==> src/rtl/intc_pkg.sv <==
package intc_pkg;

  localparam int NUM_SRC     = 4;
  localparam int NUM_DED     = 3;
  localparam int REG_W       = 8;
  localparam int RW_W        = REG_W - 1;
  localparam int FLAG_BASE   = 4;
  localparam int PERI_EN_BIT = 3;
  localparam int SUMMARY_BIT = 7;

  typedef enum logic [1:0] {
    SRC_EXT  = 2'd0,
    SRC_TOVF = 2'd1,
    SRC_TPIN = 2'd2,
    SRC_PERI = 2'd3
  } src_e;

  // vector = (source index + 1) * 8
  function automatic logic [7:0] vector_of(input logic [1:0] idx);
    return {3'b000, idx, 3'b000} + 8'd8;
  endfunction

  function automatic logic edge_hit(input logic rising, input logic cur, input logic prev);
    return rising ? (cur & ~prev) : (~cur & prev);
  endfunction

  // lowest index wins
  function automatic logic [1:0] first_set(input logic [NUM_SRC-1:0] v);
    logic [1:0] r;
    r = 2'd0;
    for (int i = NUM_SRC - 1; i >= 0; i--) begin
      if (v[i]) r = 2'(i);
    end
    return r;
  endfunction

endpackage

==> src/rtl/intc_edge_sync.sv <==
module intc_edge_sync #(
  parameter int STAGES = 2
) (
  input  logic clk,
  input  logic rst_n,
  input  logic pin,
  input  logic rise_sel,
  output logic hit
);
  import intc_pkg::*;

  logic [STAGES-1:0] chain_q;
  logic              prev_q;
  logic              synced;

  assign synced = chain_q[STAGES-1];

  always_ff @(posedge clk or negedge rst_n) begin
    if (!rst_n) begin
      chain_q <= '0;
      prev_q  <= 1'b0;
    end else begin
      chain_q <= {chain_q[STAGES-2:0], pin};
      prev_q  <= synced;
    end
  end

  assign hit = edge_hit(rise_sel, synced, prev_q);

  // same edge kind cannot hit twice in a row
  assert_edge_single_R4: assert property (@(posedge clk) disable iff (!rst_n)
    (hit && $stable(rise_sel)) |=> (!hit || (rise_sel != $past(rise_sel))));

endmodule

==> src/rtl/intc_flag_bank.sv <==
module intc_flag_bank
  import intc_pkg::*;
#(
  parameter int W    = RW_W,
  parameter int NDED = NUM_DED
) (
  input  logic            clk,
  input  logic            rst_n,
  input  logic            wr_en,
  input  logic [W-1:0]    wdata,
  input  logic [NDED-1:0] hw_set,
  input  logic [NDED-1:0] hw_clr,
  output logic [W-1:0]    bits_q
);

  for (genvar i = 0; i < W; i++) begin : g_bit
    if (i >= FLAG_BASE && i < FLAG_BASE + NDED) begin : g_flag
      localparam int S = i - FLAG_BASE;
      always_ff @(posedge clk or negedge rst_n) begin
        if (!rst_n)             bits_q[i] <= 1'b0;
        else if (hw_set[S])     bits_q[i] <= 1'b1;
        else if (hw_clr[S])     bits_q[i] <= 1'b0;
        else if (wr_en)         bits_q[i] <= wdata[i];
      end

      assert_set_wins_R10: assert property (@(posedge clk) disable iff (!rst_n)
        hw_set[S] |=> bits_q[i]);
      assert_taken_clears_R9: assert property (@(posedge clk) disable iff (!rst_n)
        (hw_clr[S] && !hw_set[S]) |=> !bits_q[i]);
    end else begin : g_plain
      always_ff @(posedge clk or negedge rst_n) begin
        if (!rst_n)      bits_q[i] <= 1'b0;
        else if (wr_en)  bits_q[i] <= wdata[i];
      end
    end
  end

endmodule

==> src/rtl/intc_vector_sel.sv <==
module intc_vector_sel
  import intc_pkg::*;
(
  input  logic               clk,
  input  logic               rst_n,
  input  logic [NUM_SRC-1:0] pend,
  input  logic               glb_en,
  output logic               req,
  output logic [NUM_SRC-1:0] grant,
  output logic [7:0]         addr
);

  logic [1:0] win_idx;
  logic       any_pend;

  assign any_pend = |pend;
  assign win_idx  = first_set(pend);
  assign req      = glb_en & any_pend;

  always_comb begin
    grant = '0;
    if (any_pend) grant[win_idx] = 1'b1;
  end

  assign addr = req ? vector_of(win_idx) : 8'h00;

  assert_grant_onehot_R8: assert property (@(posedge clk) disable iff (!rst_n)
    $onehot0(grant));
  assert_grant_pending_R8: assert property (@(posedge clk) disable iff (!rst_n)
    (grant & ~pend) == '0);
  assert_idle_addr_R7: assert property (@(posedge clk) disable iff (!rst_n)
    !req |-> (addr == 8'h00));

endmodule

==> src/rtl/intc_vector_ctrl.sv <==
module intc_vector_ctrl
  import intc_pkg::*;
#(
  parameter int NUM_PERIPH  = 8,
  parameter int SYNC_STAGES = 2
) (
  input  logic                  clk,
  input  logic                  rst_n,
  input  logic                  reg_wr_en,
  input  logic [REG_W-1:0]      reg_wdata,
  output logic [REG_W-1:0]      reg_rdata,
  input  logic                  ext_pin,
  input  logic                  ext_rise_sel,
  input  logic                  tmr_pin,
  input  logic                  tmr_rise_sel,
  input  logic                  tmr_ovf_pulse,
  input  logic [NUM_PERIPH-1:0] periph_flags,
  input  logic [NUM_PERIPH-1:0] periph_enables,
  input  logic                  glb_int_en,
  input  logic                  vec_ack,
  output logic                  vec_req,
  output logic [7:0]            vec_addr
);

  logic [RW_W-1:0]    rw_bits;
  logic               peri_summary;
  logic               ext_hit;
  logic               tpin_hit;
  logic [NUM_DED-1:0] hw_set;
  logic [NUM_DED-1:0] hw_clr;
  logic [NUM_SRC-1:0] pend;
  logic [NUM_SRC-1:0] grant;
  logic               take;

  intc_edge_sync #(.STAGES(SYNC_STAGES)) u_ext_sync (
    .clk(clk), .rst_n(rst_n), .pin(ext_pin), .rise_sel(ext_rise_sel), .hit(ext_hit)
  );

  intc_edge_sync #(.STAGES(SYNC_STAGES)) u_tpin_sync (
    .clk(clk), .rst_n(rst_n), .pin(tmr_pin), .rise_sel(tmr_rise_sel), .hit(tpin_hit)
  );

  assign hw_set[SRC_EXT]  = ext_hit;
  assign hw_set[SRC_TOVF] = tmr_ovf_pulse;
  assign hw_set[SRC_TPIN] = tpin_hit;

  assign take = vec_ack & vec_req;

  for (genvar s = 0; s < NUM_DED; s++) begin : g_ded
    assign pend[s]   = rw_bits[FLAG_BASE + s] & rw_bits[s];
    assign hw_clr[s] = take & grant[s];
  end

  assign peri_summary   = |(periph_flags & periph_enables);
  assign pend[SRC_PERI] = peri_summary & rw_bits[PERI_EN_BIT];

  intc_flag_bank #(.W(RW_W), .NDED(NUM_DED)) u_bank (
    .clk(clk), .rst_n(rst_n),
    .wr_en(reg_wr_en), .wdata(reg_wdata[RW_W-1:0]),
    .hw_set(hw_set), .hw_clr(hw_clr),
    .bits_q(rw_bits)
  );

  intc_vector_sel u_sel (
    .clk(clk), .rst_n(rst_n),
    .pend(pend), .glb_en(glb_int_en),
    .req(vec_req), .grant(grant), .addr(vec_addr)
  );

  assign reg_rdata = {peri_summary, rw_bits};

  assert_req_needs_gie_R7: assert property (@(posedge clk) disable iff (!rst_n)
    vec_req |-> glb_int_en);
  assert_ack_idle_R11: assert property (@(posedge clk) disable iff (!rst_n)
    (vec_ack && !vec_req && !reg_wr_en && (hw_set == '0)) |=> $stable(rw_bits));
  assert_ext_taken_R9: assert property (@(posedge clk) disable iff (!rst_n)
    (take && vec_addr == 8'h08 && !ext_hit) |=> !rw_bits[FLAG_BASE]);

endmodule

==> config.mk <==
export PLATFORM = sky130hd
export DESIGN_NAME = intc_vector_ctrl
export DESIGN_NICKNAME = d
export VERILOG_FILES = /design/src/rtl/intc_pkg.sv /design/src/rtl/intc_edge_sync.sv /design/src/rtl/intc_flag_bank.sv /design/src/rtl/intc_vector_sel.sv /design/src/rtl/intc_vector_ctrl.sv
export SDC_FILE = /design/constraint.sdc
export NUM_CORES = 1
export LEC_CHECK = 0
export ABC_CLOCK_PERIOD_IN_PS = 6700
export CAP_MARGIN = 25
export CORE_MARGIN = 4
export CORE_UTILIZATION = 35
export CTS_BUF_LIST = sky130_fd_sc_hd__clkbuf_16
export DETAILED_ROUTE_END_ITERATION = 8
export GPL_TIMING_DRIVEN = 0
export PLACE_DENSITY = 0.76
export SLEW_MARGIN = 0
export SYNTH_ARGS = -nofsm -noshare
export SYNTH_HDL_FRONTEND = slang
export SYNTH_SLANG_ARGS = --single-unit
==> constraint.sdc <==
create_clock -name clk -period 6.7 [get_ports clk]
set_input_delay 1.675 -clock clk [delete_from_list [all_inputs] [get_ports clk]]
set_output_delay 1.675 -clock clk [all_outputs]
set_load 0.02 [all_outputs]
---- Word level (Yosys, flattened, before mapping) ----
Cells that the tools add are included.
storage, ports and cells
  output and inout port bits .............. 17
  logic and storage cells ................. 57
  bits of input ports ..................... 34
  flip-flop bits (word level) ............. 13
operators by class
  bitwise operators ....................... 18
  mux-type cells .......................... 19
  reduce and logical (&&, ||, !) cells .... 6
  add/subtract/negate cells ............... 1
  order comparisons ....................... 2
operators with widths
  cell                 number
  $and 1x1->1          13
  $mux 1               12
  $reduce_bool 3->1    3
  $and 8x8->8          1
  $mux 2               4
  $mux 8               1
  $reduce_or 8->1      1
  $add 5x4->6 const B  1
  $not 1->1            4
  $reduce_or 4->1      1
  $lt 2x3->1 const B   1
  $mux 3               1
  $demux 1 s2          1
  $ge 2x1->1 const B   1
  $logic_and 1x1->1    1

---- Longest topological paths before layout ----
  word-level depth ........................ 15
  mapped depth ............................ 8

---- Hierarchy ----
From an unflattened synthesis, not the netlist that was laid out.
unflattened totals
  cell total of the unflattened synthesis .. 70
  area total of the unflattened synthesis .. 808.3 sq um
by module, submodules not included
  module            cells an instance  area each (sq um)  instances
  intc_flag_bank    18                 299.0              1
  intc_vector_sel   26                 200.2              1
  intc_edge_sync    6                  97.6               2
  intc_vector_ctrl  14                 113.9              1

---- Worst setup path after synthesis ----
OpenSTA, ideal clock, no wires.
  path type ............................... input port to output port
  start point ............................. in periph_flags[1]
  end point ............................... out vec_addr[4]
  required time ........................... 5.025 ns
  setup slack ............................. 1.876 ns
  cell stages on the path ................. 7
  arrival time ............................ 3.149 ns
  path through ............................ a22o_1 a221oi_2 a21bo_4 o31a_1 ha_1 nand2b_1 a21oi_1
on the way
  cells in the longest elaborated chain, start to end .. 9
  elaborated cells on any way between the ends .. 11
  those cells by class .................... add/sub (1); mux (5); bitwise (3); reduce/logical (2)
RTL lines
  what                 RTL line                text
  start, declared      intc_vector_ctrl.sv:17  input logic [NUM_PERIPH-1:0] periph_flags,
  $and 8x8->8 (*)      intc_vector_ctrl.sv:54  assign peri_summary = |(periph_flags & periph_enables);
  $reduce_or 8->1 (*)  intc_vector_ctrl.sv:54
  $and 1x1->1 (*)      intc_vector_ctrl.sv:55  assign pend[SRC_PERI] = peri_summary & rw_bits[PERI_EN_BIT];
  $mux 2 (4 in a row)  intc_pkg.sv:32          if (v[i]) r = 2'(i);
  $add 5x4->6          intc_pkg.sv:20          return {3'b000, idx, 3'b000} + 8'd8;
  $mux 8 (*)           intc_vector_sel.sv:25   assign addr = req ? vector_of(win_idx) : 8'h00;
  end, declared        intc_vector_ctrl.sv:22  output logic [7:0] vec_addr
Every way passes the cells marked *; elsewhere a longest branch is shown, timed or not.

---- Final worst setup path ----
Ends and elaborated chain as after synthesis.

==> run summary <==
Status -> complete, no violations
CP Capture Type -> output port
Maximum number of pins on one net before global-route repair -> 14
Vias/cell -> 4.791
ANT nets after route -> 0
RePlAce Congestion -> 0.8503
Clock latency reported for the late side of the worst-skew pair -> 240 ps
Register area share after synthesis -> 43.70%
IO Count -> 51
Nets -> 158
Final period utilization -> 85.22%
Chip Width -> 54.12 um
Drt drc -> 0
Ratio of cells with drive above 1 in the final layout -> 14.88%
Mapped Area -> 744.5 um2
Cell count after synthesis -> 70
Required @ worst endpoint -> 5030 ps
IO buf count -> 43
Clock Pin Slew Worst Setup and Hold Paths -> 40 ps
Yosys reg bits -> 13
Total GRT Usage -> 13.78%
PD cells -> 216.5 nW/um2
Antenna violations before repair -> 0
Critical path class -> in -> out
Average cell area after synthesis -> 10.64 um2
Final hold violations -> 0
Post-CTS Hold Fix Bufs -> 0
Starting Density -> 37.56%
1st-iter DRT viols -> 10
Clock Skew -> 0.9537 ps
Synth-to-layout area growth -> 74.96%
# Max-Cap Violations -> 0
Post-cts gate resize count -> 0
Number of iterations in the first detailed-routing pass -> 4
RSZ-0062 raised after global routing -> no
Sink Count -> 13
Slowest CP cell -> clkdlybuf4s50_1
Setup TNS -> 0 ps
Delay-heaviest family, CP -> buffers and inverters
Critical Path AT -> 4030 ps
VDD IR max -> 214.6 uV
Core area -> 1982 um2
Estimated wirelength of the detail-placed design -> 1.613 mm
First-pass GRT wire length -> 2.898 mm
Die Span Y -> 54.12 um
Achievable clock frequency -> 175.1 MHz
Fin. max-slew vios -> 0
Vias -> 709
Slew HR -> 63.16%
Cell Chain, Critical Path -> clkdlybuf4s50_1 > a22o_1 > a221oi_2 > a21bo_4 > a21oi_1 > ha_1 > nand2b_1 > a21oi_1 > clkdlybuf4s50_1
Setup violations, final -> 0
Number of setup buffers added after CTS -> 0
Crit path buf inv count -> 2
H-tree depth -> 1
CP startpoint kind -> input port
CTS tree -> done
Minimum clock period -> 5710 ps
Slew @ Worst Pin -> 550.8 ps
Synthesis Warnings -> 0
Ant diodes -> 0
Root buffer cell -> clkbuf_16
Synth cell types -> 29
CTS max path bufs -> 2
Vias in the first global route -> 728
Leakage -> 0.5504 nW
Avg WL per Cell -> 12.87 um
Min-Delay Path Class -> reg -> reg
CTS buffer count -> 3
Max stage delay on crit path -> 620 ps
Worst hold slack -> 346.5 ps
Row cnt -> 16
Die area -> 2929 um2
Overflow after GRT -> 0
Routed wire length -> 1.905 mm
Critical path fanouts, max -> 6
==> power breakdown <==
| group | switching, mW | total (mW) | internal, mW |
|---|---|---|---|
| sequential | 0.00608 | 0.0913 | 0.0852 |
| combinational | 0.0363 | 0.0832 | 0.0468 |
| clock | 0.0293 | 0.108 | 0.0783 |
==> synthesized netlist by cell type <==
master / instances / area (um2)
dfrtp_1: 13 / 325.3
a21oi_1: 6 / 30.03
buf_4: 6 / 45.04
nand2_1: 6 / 22.52
mux2_2: 5 / 56.30
nor2_1: 4 / 15.01
a22o_1: 3 / 26.28
nand3_1: 3 / 15.01
and2_1: 2 / 12.51
ha_1: 2 / 25.02
nor3_1: 2 / 10.01
a21bo_4: 1 / 16.27
a21boi_0: 1 / 7.510
a221oi_2: 1 / 15.01
a221oi_4: 1 / 26.28
and3b_1: 1 / 8.760
buf_2: 1 / 5.000
conb_1: 1 / 3.750
mux2i_1: 1 / 10.01
nand2b_1: 1 / 6.260
nor2b_1: 1 / 6.260
nor3b_1: 1 / 7.510
nor4_1: 1 / 6.260
o21a_1: 1 / 7.510
o21ai_0: 1 / 5.000
o21bai_1: 1 / 7.510
o22ai_1: 1 / 6.260
o31a_1: 1 / 8.760
o31ai_1: 1 / 7.510
==> placed cells by master (no fill, tap or decap) <==
master           Yosys  layout
nor3b_1              1       1
a221oi_4             1       1
clkbuf_16            0       3
nor4_1               1       1
and2_1               2       2
buf_4                6       6
nand3_1              3       3
dfrtp_1             13      13
o31ai_1              1       1
a221oi_2             1       1
o21bai_1             1       1
clkdlybuf4s50_1      0      43
nand2_1              6       6
mux2_2               5       5
a22o_1               3       3
nor2_1               4       4
o31a_1               1       1
and3b_1              1       1
nor3_1               2       2
o22ai_1              1       1
a21oi_1              6       6
buf_2                1       1
nand2b_1             1       1
conb_1               1       5
mux2i_1              1       1
a21bo_4              1       1
ha_1                 2       2
o21a_1               1       1
nor2b_1              1       1
a21boi_0             1       1
inv_1                0       1
o21ai_0              1       1
==> state kept, by name (all words and copies together) (netlist names) <==
signal / flops
u_bank.bits_q: 7
u_ext_sync.chain_q: 2
u_tpin_sync.chain_q: 2
u_ext_sync.prev_q: 1
u_tpin_sync.prev_q: 1
==> final cells by class <==
class                      instances  area, um2
fill                             154      679.4
timing repair buffer              43      430.4
multi-input combinational         54      384.1
sequential                        13      325.3
clock buffer                       3      75.07
buffer                             7      50.05
tap                               27      33.78
clock inverter                     1      3.754
==> metrics by stage <==
stage / std cells / instance area (um2) / worst slack (ps) / total power [mW] / utilization (%)
global placement: 144 / 1224 / 1002 / 0.1735 / 61.74
finish: 148 / 1303 / 990.3 / 0.2820 / 65.72
detailed placement: 144 / 1224 / 976.8 / 0.1760 / 61.74
global route: 148 / 1303 / 817.2 / 0.2960 / 65.72
floorplan: 74 / 759.5 / 1876 / 0.1329 / -
CTS: 148 / 1303 / 972.6 / 0.2870 / 65.72
==> worst register-to-register path: cells and delay by family, from the launching register on <==
family	cells	cell delay (ps)
compound gates	3	590
fa+ha+maj	1	190
flops	1	410
simple gates	2	330
==> routing by layer <==
layer / track usage, % / vias up / routed length (um)
met4: 7.469 / 0 / 35
met2: 25.30 / 42 / 904
met1: 14.07 / 319 / 738
met3: 3.324 / 3 / 226
met5: 0 / - / 0
li1: - / 345 / -
==> kinds of logic after synthesis <==
logic type               Yosys count  synth area share, %
AND/OR/NAND/NOR                   22                14.79
multiplexers                       6                8.907
other                              1               0.5037
flip-flops                        13                43.70
AO/OA/AOI/OAI                     19                22.02
buffers and inverters              7                6.722
adder cells (fa/ha/maj)            2                3.361
==> final timing paths <==
kind                                        from                endpoint  slack, ps  cells after the start
setup / recovery                 periph_flags[1]             vec_addr[4]        990                      9
hold / removal             u_ext_sync.chain_q[0]   u_ext_sync.chain_q[1]        350                      0
setup reg to reg                u_bank.bits_q[4]        u_bank.bits_q[6]       5070                      6
hold reg to reg            u_ext_sync.chain_q[0]   u_ext_sync.chain_q[1]        350                      0
max in group asynchronous                  rst_n        u_bank.bits_q[5]       4540                      1
min in group asynchronous                  rst_n  u_tpin_sync.chain_q[1]       1800                      1
No activity file was read; power rests on OpenSTA's default activity.
